### config.mk
export PLATFORM = sky130hd
export DESIGN_NAME = eppWrEngine
export DESIGN_NICKNAME = d
export VERILOG_FILES = /design/src/rtl/eppWrPkg.sv /design/src/rtl/eppWrCtrl.sv /design/src/rtl/eppWrData.sv /design/src/rtl/eppWrEngine.sv
export SDC_FILE = /design/constraint.sdc
export NUM_CORES = 1
export LEC_CHECK = 0
export BUFFER_PORTS_ARGS = -buffer_cell sky130_fd_sc_hd__buf_2
export CAP_MARGIN = 20
export CORE_MARGIN = 4
export CORE_UTILIZATION = 49
export DETAILED_ROUTE_END_ITERATION = 16
export PLACE_DENSITY = 0.84
export SLEW_MARGIN = 20
export SYNTH_ARGS = -nofsm -noshare
export SYNTH_HDL_FRONTEND = slang
export SYNTH_SLANG_ARGS = --single-unit
### constraint.sdc
create_clock -name clk -period 1.64 [get_ports clk]
set_input_delay 0.246 -clock clk [delete_from_list [all_inputs] [get_ports clk]]
set_output_delay 0.246 -clock clk [all_outputs]
set_load 0.02 [all_outputs]
### src/rtl/eppWrPkg.sv
package eppWrPkg;

  typedef enum logic [1:0] {
    ST_IDLE   = 2'd0,
    ST_ACTIVE = 2'd1,
    ST_ABORT  = 2'd2
  } wrState_t;

  // Strobes from control to datapath
  typedef struct packed {
    logic load;     // capture byte and register select this clock
    logic cycleOn;  // a write cycle is driving the peripheral side
  } dpCtl_t;

endpackage

### src/rtl/eppWrCtrl.sv
module eppWrCtrl
  import eppWrPkg::*;
#(
  parameter int TO_CYCLES = 2500
) (
  input  logic   clk,
  input  logic   rstN,
  input  logic   hostWrN,
  input  logic   waitN,
  input  logic   statusRd,
  input  logic   toClr,
  output dpCtl_t dpCtl,
  output logic   hostRdy,
  output logic   toStatus
);

  localparam int CNT_W = $clog2(TO_CYCLES + 1);
  localparam logic [CNT_W-1:0] CNT_LAST = CNT_W'(TO_CYCLES - 1);

  wrState_t state, stateNxt;
  logic [CNT_W-1:0] wdCnt;
  logic timeoutHit;

  assign timeoutHit = (state == ST_ACTIVE) && !hostWrN && (wdCnt == CNT_LAST);

  always_comb begin
    stateNxt = state;
    unique case (state)
      ST_IDLE:   if (!hostWrN) stateNxt = ST_ACTIVE;
      ST_ACTIVE: if (hostWrN) stateNxt = ST_IDLE;
                 else if (timeoutHit) stateNxt = ST_ABORT;
      ST_ABORT:  if (hostWrN) stateNxt = ST_IDLE;
      default:   stateNxt = ST_IDLE;
    endcase
  end

  always_ff @(posedge clk or negedge rstN) begin
    if (!rstN) begin
      state    <= ST_IDLE;
      wdCnt    <= '0;
      toStatus <= 1'b0;
    end else begin
      state <= stateNxt;
      if (state == ST_ACTIVE) wdCnt <= wdCnt + 1'b1;
      else                    wdCnt <= '0;
      if (timeoutHit)              toStatus <= 1'b1;
      else if (statusRd || toClr)  toStatus <= 1'b0;
    end
  end

  assign dpCtl.load    = (state == ST_IDLE) && !hostWrN;
  assign dpCtl.cycleOn = (state == ST_ACTIVE);
  assign hostRdy       = !((state == ST_ACTIVE) && !waitN);

  AST_WD_BOUND: assert property (@(posedge clk) disable iff (!rstN)
    (state == ST_ACTIVE) |-> (wdCnt <= CNT_LAST));
  AST_ABORT_ON_LIMIT: assert property (@(posedge clk) disable iff (!rstN)
    (state == ST_ACTIVE && !hostWrN && wdCnt == CNT_LAST) |=> (state == ST_ABORT && toStatus));
  AST_NO_RESTART: assert property (@(posedge clk) disable iff (!rstN)
    (state == ST_ABORT && !hostWrN) |=> (state == ST_ABORT));
  AST_STATUS_STICKY: assert property (@(posedge clk) disable iff (!rstN)
    (toStatus && !statusRd && !toClr) |=> toStatus);

endmodule

### src/rtl/eppWrData.sv
module eppWrData
  import eppWrPkg::*;
#(
  parameter int DATA_W = 8
) (
  input  logic              clk,
  input  logic              rstN,
  input  dpCtl_t            dpCtl,
  input  logic              regSelAddr,
  input  logic [DATA_W-1:0] hostData,
  input  logic              ctlDirBit,
  input  logic              ctlStrobe,
  input  logic              ctlAutoFd,
  input  logic              ctlInit,
  output logic [DATA_W-1:0] pData,
  output logic              pDataOe,
  output logic              dataStbN,
  output logic              addrStbN,
  output logic              writeN,
  output logic              strobeOut,
  output logic              autoFdOut,
  output logic              initOut
);

  logic [DATA_W-1:0] byteReg;
  logic selAddrReg;

  always_ff @(posedge clk or negedge rstN) begin
    if (!rstN) begin
      byteReg    <= '0;
      selAddrReg <= 1'b0;
    end else if (dpCtl.load) begin
      byteReg    <= hostData;
      selAddrReg <= regSelAddr;
    end
  end

  assign pData     = byteReg;
  assign pDataOe   = dpCtl.cycleOn || !ctlDirBit;
  assign dataStbN  = !(dpCtl.cycleOn && !selAddrReg);
  assign addrStbN  = !(dpCtl.cycleOn && selAddrReg);
  assign writeN    = dpCtl.cycleOn ? 1'b0 : ctlDirBit;
  assign strobeOut = dpCtl.cycleOn ? 1'b0 : ctlStrobe;
  assign autoFdOut = dpCtl.cycleOn ? 1'b0 : ctlAutoFd;
  assign initOut   = dpCtl.cycleOn ? 1'b0 : ctlInit;

  AST_DATA_STABLE: assert property (@(posedge clk) disable iff (!rstN)
    (dpCtl.cycleOn && $past(dpCtl.cycleOn)) |-> $stable(pData));

endmodule

### src/rtl/eppWrEngine.sv
module eppWrEngine
  import eppWrPkg::*;
#(
  parameter int DATA_W     = 8,
  parameter int CLK_MHZ    = 250,
  parameter int TIMEOUT_NS = 10000
) (
  input  logic              clk,
  input  logic              rstN,
  input  logic              hostWrN,
  input  logic              regSelAddr,
  input  logic [DATA_W-1:0] hostData,
  input  logic              ctlDirBit,
  input  logic              ctlStrobe,
  input  logic              ctlAutoFd,
  input  logic              ctlInit,
  input  logic              waitN,
  input  logic              statusRd,
  input  logic              toClr,
  output logic [DATA_W-1:0] pData,
  output logic              pDataOe,
  output logic              dataStbN,
  output logic              addrStbN,
  output logic              writeN,
  output logic              hostRdy,
  output logic              strobeOut,
  output logic              autoFdOut,
  output logic              initOut,
  output logic              toStatus
);

  localparam int TO_CYCLES = CLK_MHZ * TIMEOUT_NS / 1000;

  dpCtl_t dpCtl;

  eppWrCtrl #(.TO_CYCLES(TO_CYCLES)) u_ctrl (
    .clk(clk), .rstN(rstN), .hostWrN(hostWrN), .waitN(waitN),
    .statusRd(statusRd), .toClr(toClr), .dpCtl(dpCtl),
    .hostRdy(hostRdy), .toStatus(toStatus)
  );

  eppWrData #(.DATA_W(DATA_W)) u_data (
    .clk(clk), .rstN(rstN), .dpCtl(dpCtl), .regSelAddr(regSelAddr),
    .hostData(hostData), .ctlDirBit(ctlDirBit), .ctlStrobe(ctlStrobe),
    .ctlAutoFd(ctlAutoFd), .ctlInit(ctlInit), .pData(pData),
    .pDataOe(pDataOe), .dataStbN(dataStbN), .addrStbN(addrStbN),
    .writeN(writeN), .strobeOut(strobeOut), .autoFdOut(autoFdOut),
    .initOut(initOut)
  );

  AST_ONE_STROBE: assert property (@(posedge clk) disable iff (!rstN)
    $onehot0({~dataStbN, ~addrStbN}));
  AST_RDY_NEEDS_CYCLE: assert property (@(posedge clk) disable iff (!rstN)
    !hostRdy |-> (!waitN && (!dataStbN || !addrStbN)));
  AST_END_ON_RELEASE: assert property (@(posedge clk) disable iff (!rstN)
    (hostWrN && (!dataStbN || !addrStbN)) |=> (dataStbN && addrStbN));

endmodule

* Word level (Yosys, flattened, before mapping)
Index checks and enable logic that the tools add are counted.
Cells by class: reduce and logical (&&, ||, !) cells 18, equality and inequality tests 6, add/subtract/negate cells 1, multiplexer cells 12
Operators by type and width (number):
- $add 12x1->12 const B | 1
- $eq 12x12->1 const B | 1
- $mux 12 | 1
- $mux 2 | 4
- $logic_not 1->1 | 7
- $logic_and 1x1->1 | 6
- $mux 1 | 6
- $pmux 2 s3 | 1
- $ne 2x2->1 const B | 2
- $ne 3x3->1 const B | 1
- $reduce_and 3->1 | 1
- $eq 2x1->1 const B | 1
- $eq 2x2->1 const B | 1
- $logic_not 2->1 | 1
- $logic_or 1x1->1 | 2
- $reduce_bool 2->1 | 1
Word-level totals: register bits 24, logic and storage cells 42, output and inout port bits 17

* Longest topological paths before layout
depth after elaboration 6, gate-level depth with buffers 4, mapped depth without buffers 4

* By module
A second synthesis with hierarchy kept.
Unflattened totals: cell total of the unflattened synthesis 101, area, all modules 1142.3 um^2
Modules (own cells, without submodules):
- eppWrCtrl | cells an instance 75, sequential area each 375.4 um^2, area each 729.4 um^2, times used 1
- eppWrData | cells an instance 26, sequential area each 225.2 um^2, area each 412.9 um^2, times used 1

* Least setup slack after synthesis
No wires, ideal clock.
kind register to register, start reg u_ctrl.state[1], end reg u_data.byteReg[0] (netlist: u_data.pData[0]), slack 0.246 ns, stages on the path, launching flop included 3, library setup time 0.125 ns, required time 1.515 ns, data arrival time 1.269 ns, clock period less this slack 1.394 ns, cell sequence dfrtp_1 > nor3_2 > mux2_2
On the way: cells in the longest elaborated chain, start to end 2
RTL lines:
- from (decl) | line eppWrCtrl.sv:20 | wrState_t state, stateNxt;
- from (signal assigned) | line eppWrCtrl.sv:43 | state <= stateNxt;
- $logic_not 2->1 | line eppWrCtrl.sv:51 | assign dpCtl.load = (state == ST_IDLE) && !hostWrN;
- $logic_and 1x1->1 | line eppWrCtrl.sv:51
- to (signal assigned) | line eppWrData.sv:33 | byteReg <= hostData;
- to (decl) | line eppWrData.sv:25 | logic [DATA_W-1:0] byteReg;
Every way passes these cells. A chain may end at the register's enable or synchronous reset.

* Worst setup path in the final report
start reg u_ctrl.wdCnt[0], end reg u_ctrl.wdCnt[10]
On the way: cells in the longest elaborated chain, start to end 2
RTL lines:
- from (decl) | line eppWrCtrl.sv:21 | logic [CNT_W-1:0] wdCnt;
- from (signal assigned) | line eppWrCtrl.sv:44 | if (state == ST_ACTIVE) wdCnt <= wdCnt + 1'b1;
- $add 12x1->12 | line eppWrCtrl.sv:44
- $mux 12 | line eppWrCtrl.sv:44
Every way passes these cells.

==> results.cfg <==
[global_route]
grt_max_degree = 25
grt_pass1_wl_mm = 4.01
grt_pass1_vias = 921
grt_remaining_overflow = 0
grtUsageTotal = 0.156
antenna_found_initial = 0

[setup_path]
cpPeakStageDelay_ns = 0.51
cp_top_family = simple AND/OR/NAND/NOR gates
critPathArrivalTime_ns = 1.82
cp-end-kind = register
startpoint_type = register
setup.worst_path.class = reg2reg
reg2reg_from = u_ctrl.wdCnt[0]
r2r-end = u_ctrl.wdCnt[10]
cp_slowest_cell = or4_1
r2r_slack_ns = 0.07
worst-path-buf-inv = 0
required_ns = 1.89
crit_fanout = 5
reg2reg_depth = 4
path_cells = ha_1 > nand2_1 > or4_1 > a21oi_1

[run_status]
status = complete, no violations

[cells_and_area]
stdcell_count = 164
n_antenna_cell = 0
drive_gt1_frac = 0.416
layout.area.seq_um2 = 602
multi_input_comb_area_um2 = 497
fin_nets = 158
syn2layout_area_growth_pct = 23.3
final_cell_mix = buf_2, dfrtp_1, mux2_2, a21oi_1
final_common_cell = buf_2
nFillCells = 157

[worst_hold_path]
min_path_cells = 2
hold_end = u_ctrl.state[1]
hold_start = hostWrN
worstHoldPathType = in2reg

[power_and_ir_drop]
powerDensity_mw_per_mm2 = 861
swShare = 0.274
power_frac_comb = 0.176
vdd_drop_max_uv = 627
p_int_mw = 0.858
p_leak_nw = 0.632
power_frac_clock = 0.266
power_frac_seq = 0.558
p_switching_mw = 0.323

[die]
die_w_um = 55.7
dieArea_mm2 = 0.00310
pin_count = 36
die_y_um = 55.7
core_area_mm2 = 0.00206
rows = 16
initial_utilization = 0.540

[timing]
fmax_ghz = 0.635
worst_pin_slew_ns = 0.517
finalCritPeriodShare = 0.960
hold_violations = 0
fin_hold_ws_ns = 0.126
finalSetupViolations = 0
finalCriticalPeriod_ns = 1.57
finalMaxSlewViolations = 0
finalClockSkew_ns = 0.00112
setup_ws_ns = 0.0662
relSlewSlack = 0.655

[detailed_routing]
routedWlPerCell_um = 14.3
ant_nets = 0
first_pass_iters = 4
wl_mm = 2.34
drt_iter0_markers = 20
vias = 925
drc = 0
vias_per_cell = 5.64

[cts]
cts_tree = done
clkLatencyLatePin_ns = 0.31
root_buffer = clkbuf_4
h-tree-depth = 1
post_cts_buffers = 0
clockBufferDepth = 2
clock_sinks = 24
path_clk_slew_ns = 0.13
cts_buffers = 3

[logic_synthesis]
synth_area_mm2 = 0.00111
synthCells = 97
synth_ff_type = dfrtp_1
synth_seq_cells = 24
synth_edf_count = 0
ys_async_sr_fraction = 1.00
synth-warning-count = 0
seq_area_frac_synth = 0.539
syn_area_per_cell_um2 = 11.5
synth_cell_types = 27
syn_nets = 117

[place]
place_inst = 159
port_buffers = 35
place_congestion = 0.801
hpwl_mm = 1.76
dpl_worst_slack_ns = 0.121

[job]
drv_cap = 0
-- worst max-delay path by stage --
stage / startpoint / to / slack [ns] / depth (start not counted)
after global placement: u_ctrl.wdCnt[0] / u_ctrl.wdCnt[10] / 0.21 / 4
final: u_ctrl.wdCnt[0] / u_ctrl.wdCnt[10] / 0.07 / 4
after global routing: u_ctrl.state[1] / initOut / -0.002 / 3
after CTS: u_ctrl.state[0] / addrStbN / 0.03 / 3
after floorplan: u_ctrl.state[1] / u_data.pData[0] / 0.25 / 2
after detailed placement: u_ctrl.wdCnt[0] / u_ctrl.wdCnt[10] / 0.12 / 4
-- synth_stat cells (3+ instances only) --
| cell | count | share of area |
|---|---|---|
| a21oi_1 | 8 | 0.036 |
| o21ai_0 | 4 | 0.018 |
| nand3_1 | 6 | 0.027 |
| o31ai_1 | 4 | 0.027 |
| nor2_1 | 5 | 0.017 |
| nand2b_1 | 4 | 0.022 |
| and2_1 | 4 | 0.022 |
| nand2_1 | 6 | 0.020 |
| mux2_2 | 9 | 0.091 |
| or4_1 | 3 | 0.020 |
| dfrtp_1 | 24 | 0.54 |
-- metal layers --
layer | track usage | share of wire
met1 | 0.204 | 0.45
met2 | 0.258 | 0.48
met3 | 0.0394 | 0.054
met4 | 0.0417 | 0.011
met5 | 0 | 0
-- kinds of logic (layout without fill, tap and decap cells) --
group           count (synthesis)  in the layout  share of synthesized area
buf+inv                         3             43                     0.0236
fa+ha+maj                       1              1                     0.0112
xor+xnor                        3              3                     0.0236
simple gates                   41             41                      0.230
mux                             9              9                     0.0910
flops                          24             24                      0.539
compound gates                 16             16                     0.0809
-- power groups by stage --
stage | sequential, mW | combinational (mW) | clock (mW)
after detailed placement | 0.670 | 0.207 | 0
after CTS | 0.660 | 0.210 | 0.309
after floorplan | 0.702 | 0.0866 | 0
after global routing | 0.667 | 0.227 | 0.333
after global placement | 0.666 | 0.203 | 0
final | 0.660 | 0.208 | 0.314
-- stage by stage --
step | total power, mW | util | TNS [ns] | area, um^2
after floorplan | 0.789 | - | 0 | 1110
after global placement | 0.869 | 0.638 | 0 | 1320
after detailed placement | 0.876 | 0.638 | 0 | 1320
after CTS | 1.18 | 0.664 | 0 | 1370
after global routing | 1.23 | 0.666 | -0.00237 | 1370
final | 1.18 | 0.666 | 0 | 1370
-- registers in the layout, summed over array words and instances, names as in the netlist --
register / count
u_ctrl.wdCnt: 12
u_data.pData: 8
u_ctrl.state: 2
u_ctrl.toStatus: 1
u_data.selAddrReg: 1
-- cell type report --
class / count / area share
Sequential cell: 24 / 0.438
Inverter: 1 / 0.00273
Multi-Input combinational cell: 70 / 0.362
Tap cell: 27 / 0.0246
Clock buffer: 4 / 0.0264
Timing Repair Buffer: 38 / 0.146
-- repair_timing --
item	CTS	global route
pin swaps	0	0
resized for setup	2	2
gates cloned	0	0
hold endpoints to repair	24	0
setup endpoints to repair	5	7
hold buffers	1	0
(Power assumes the default switching activity.)
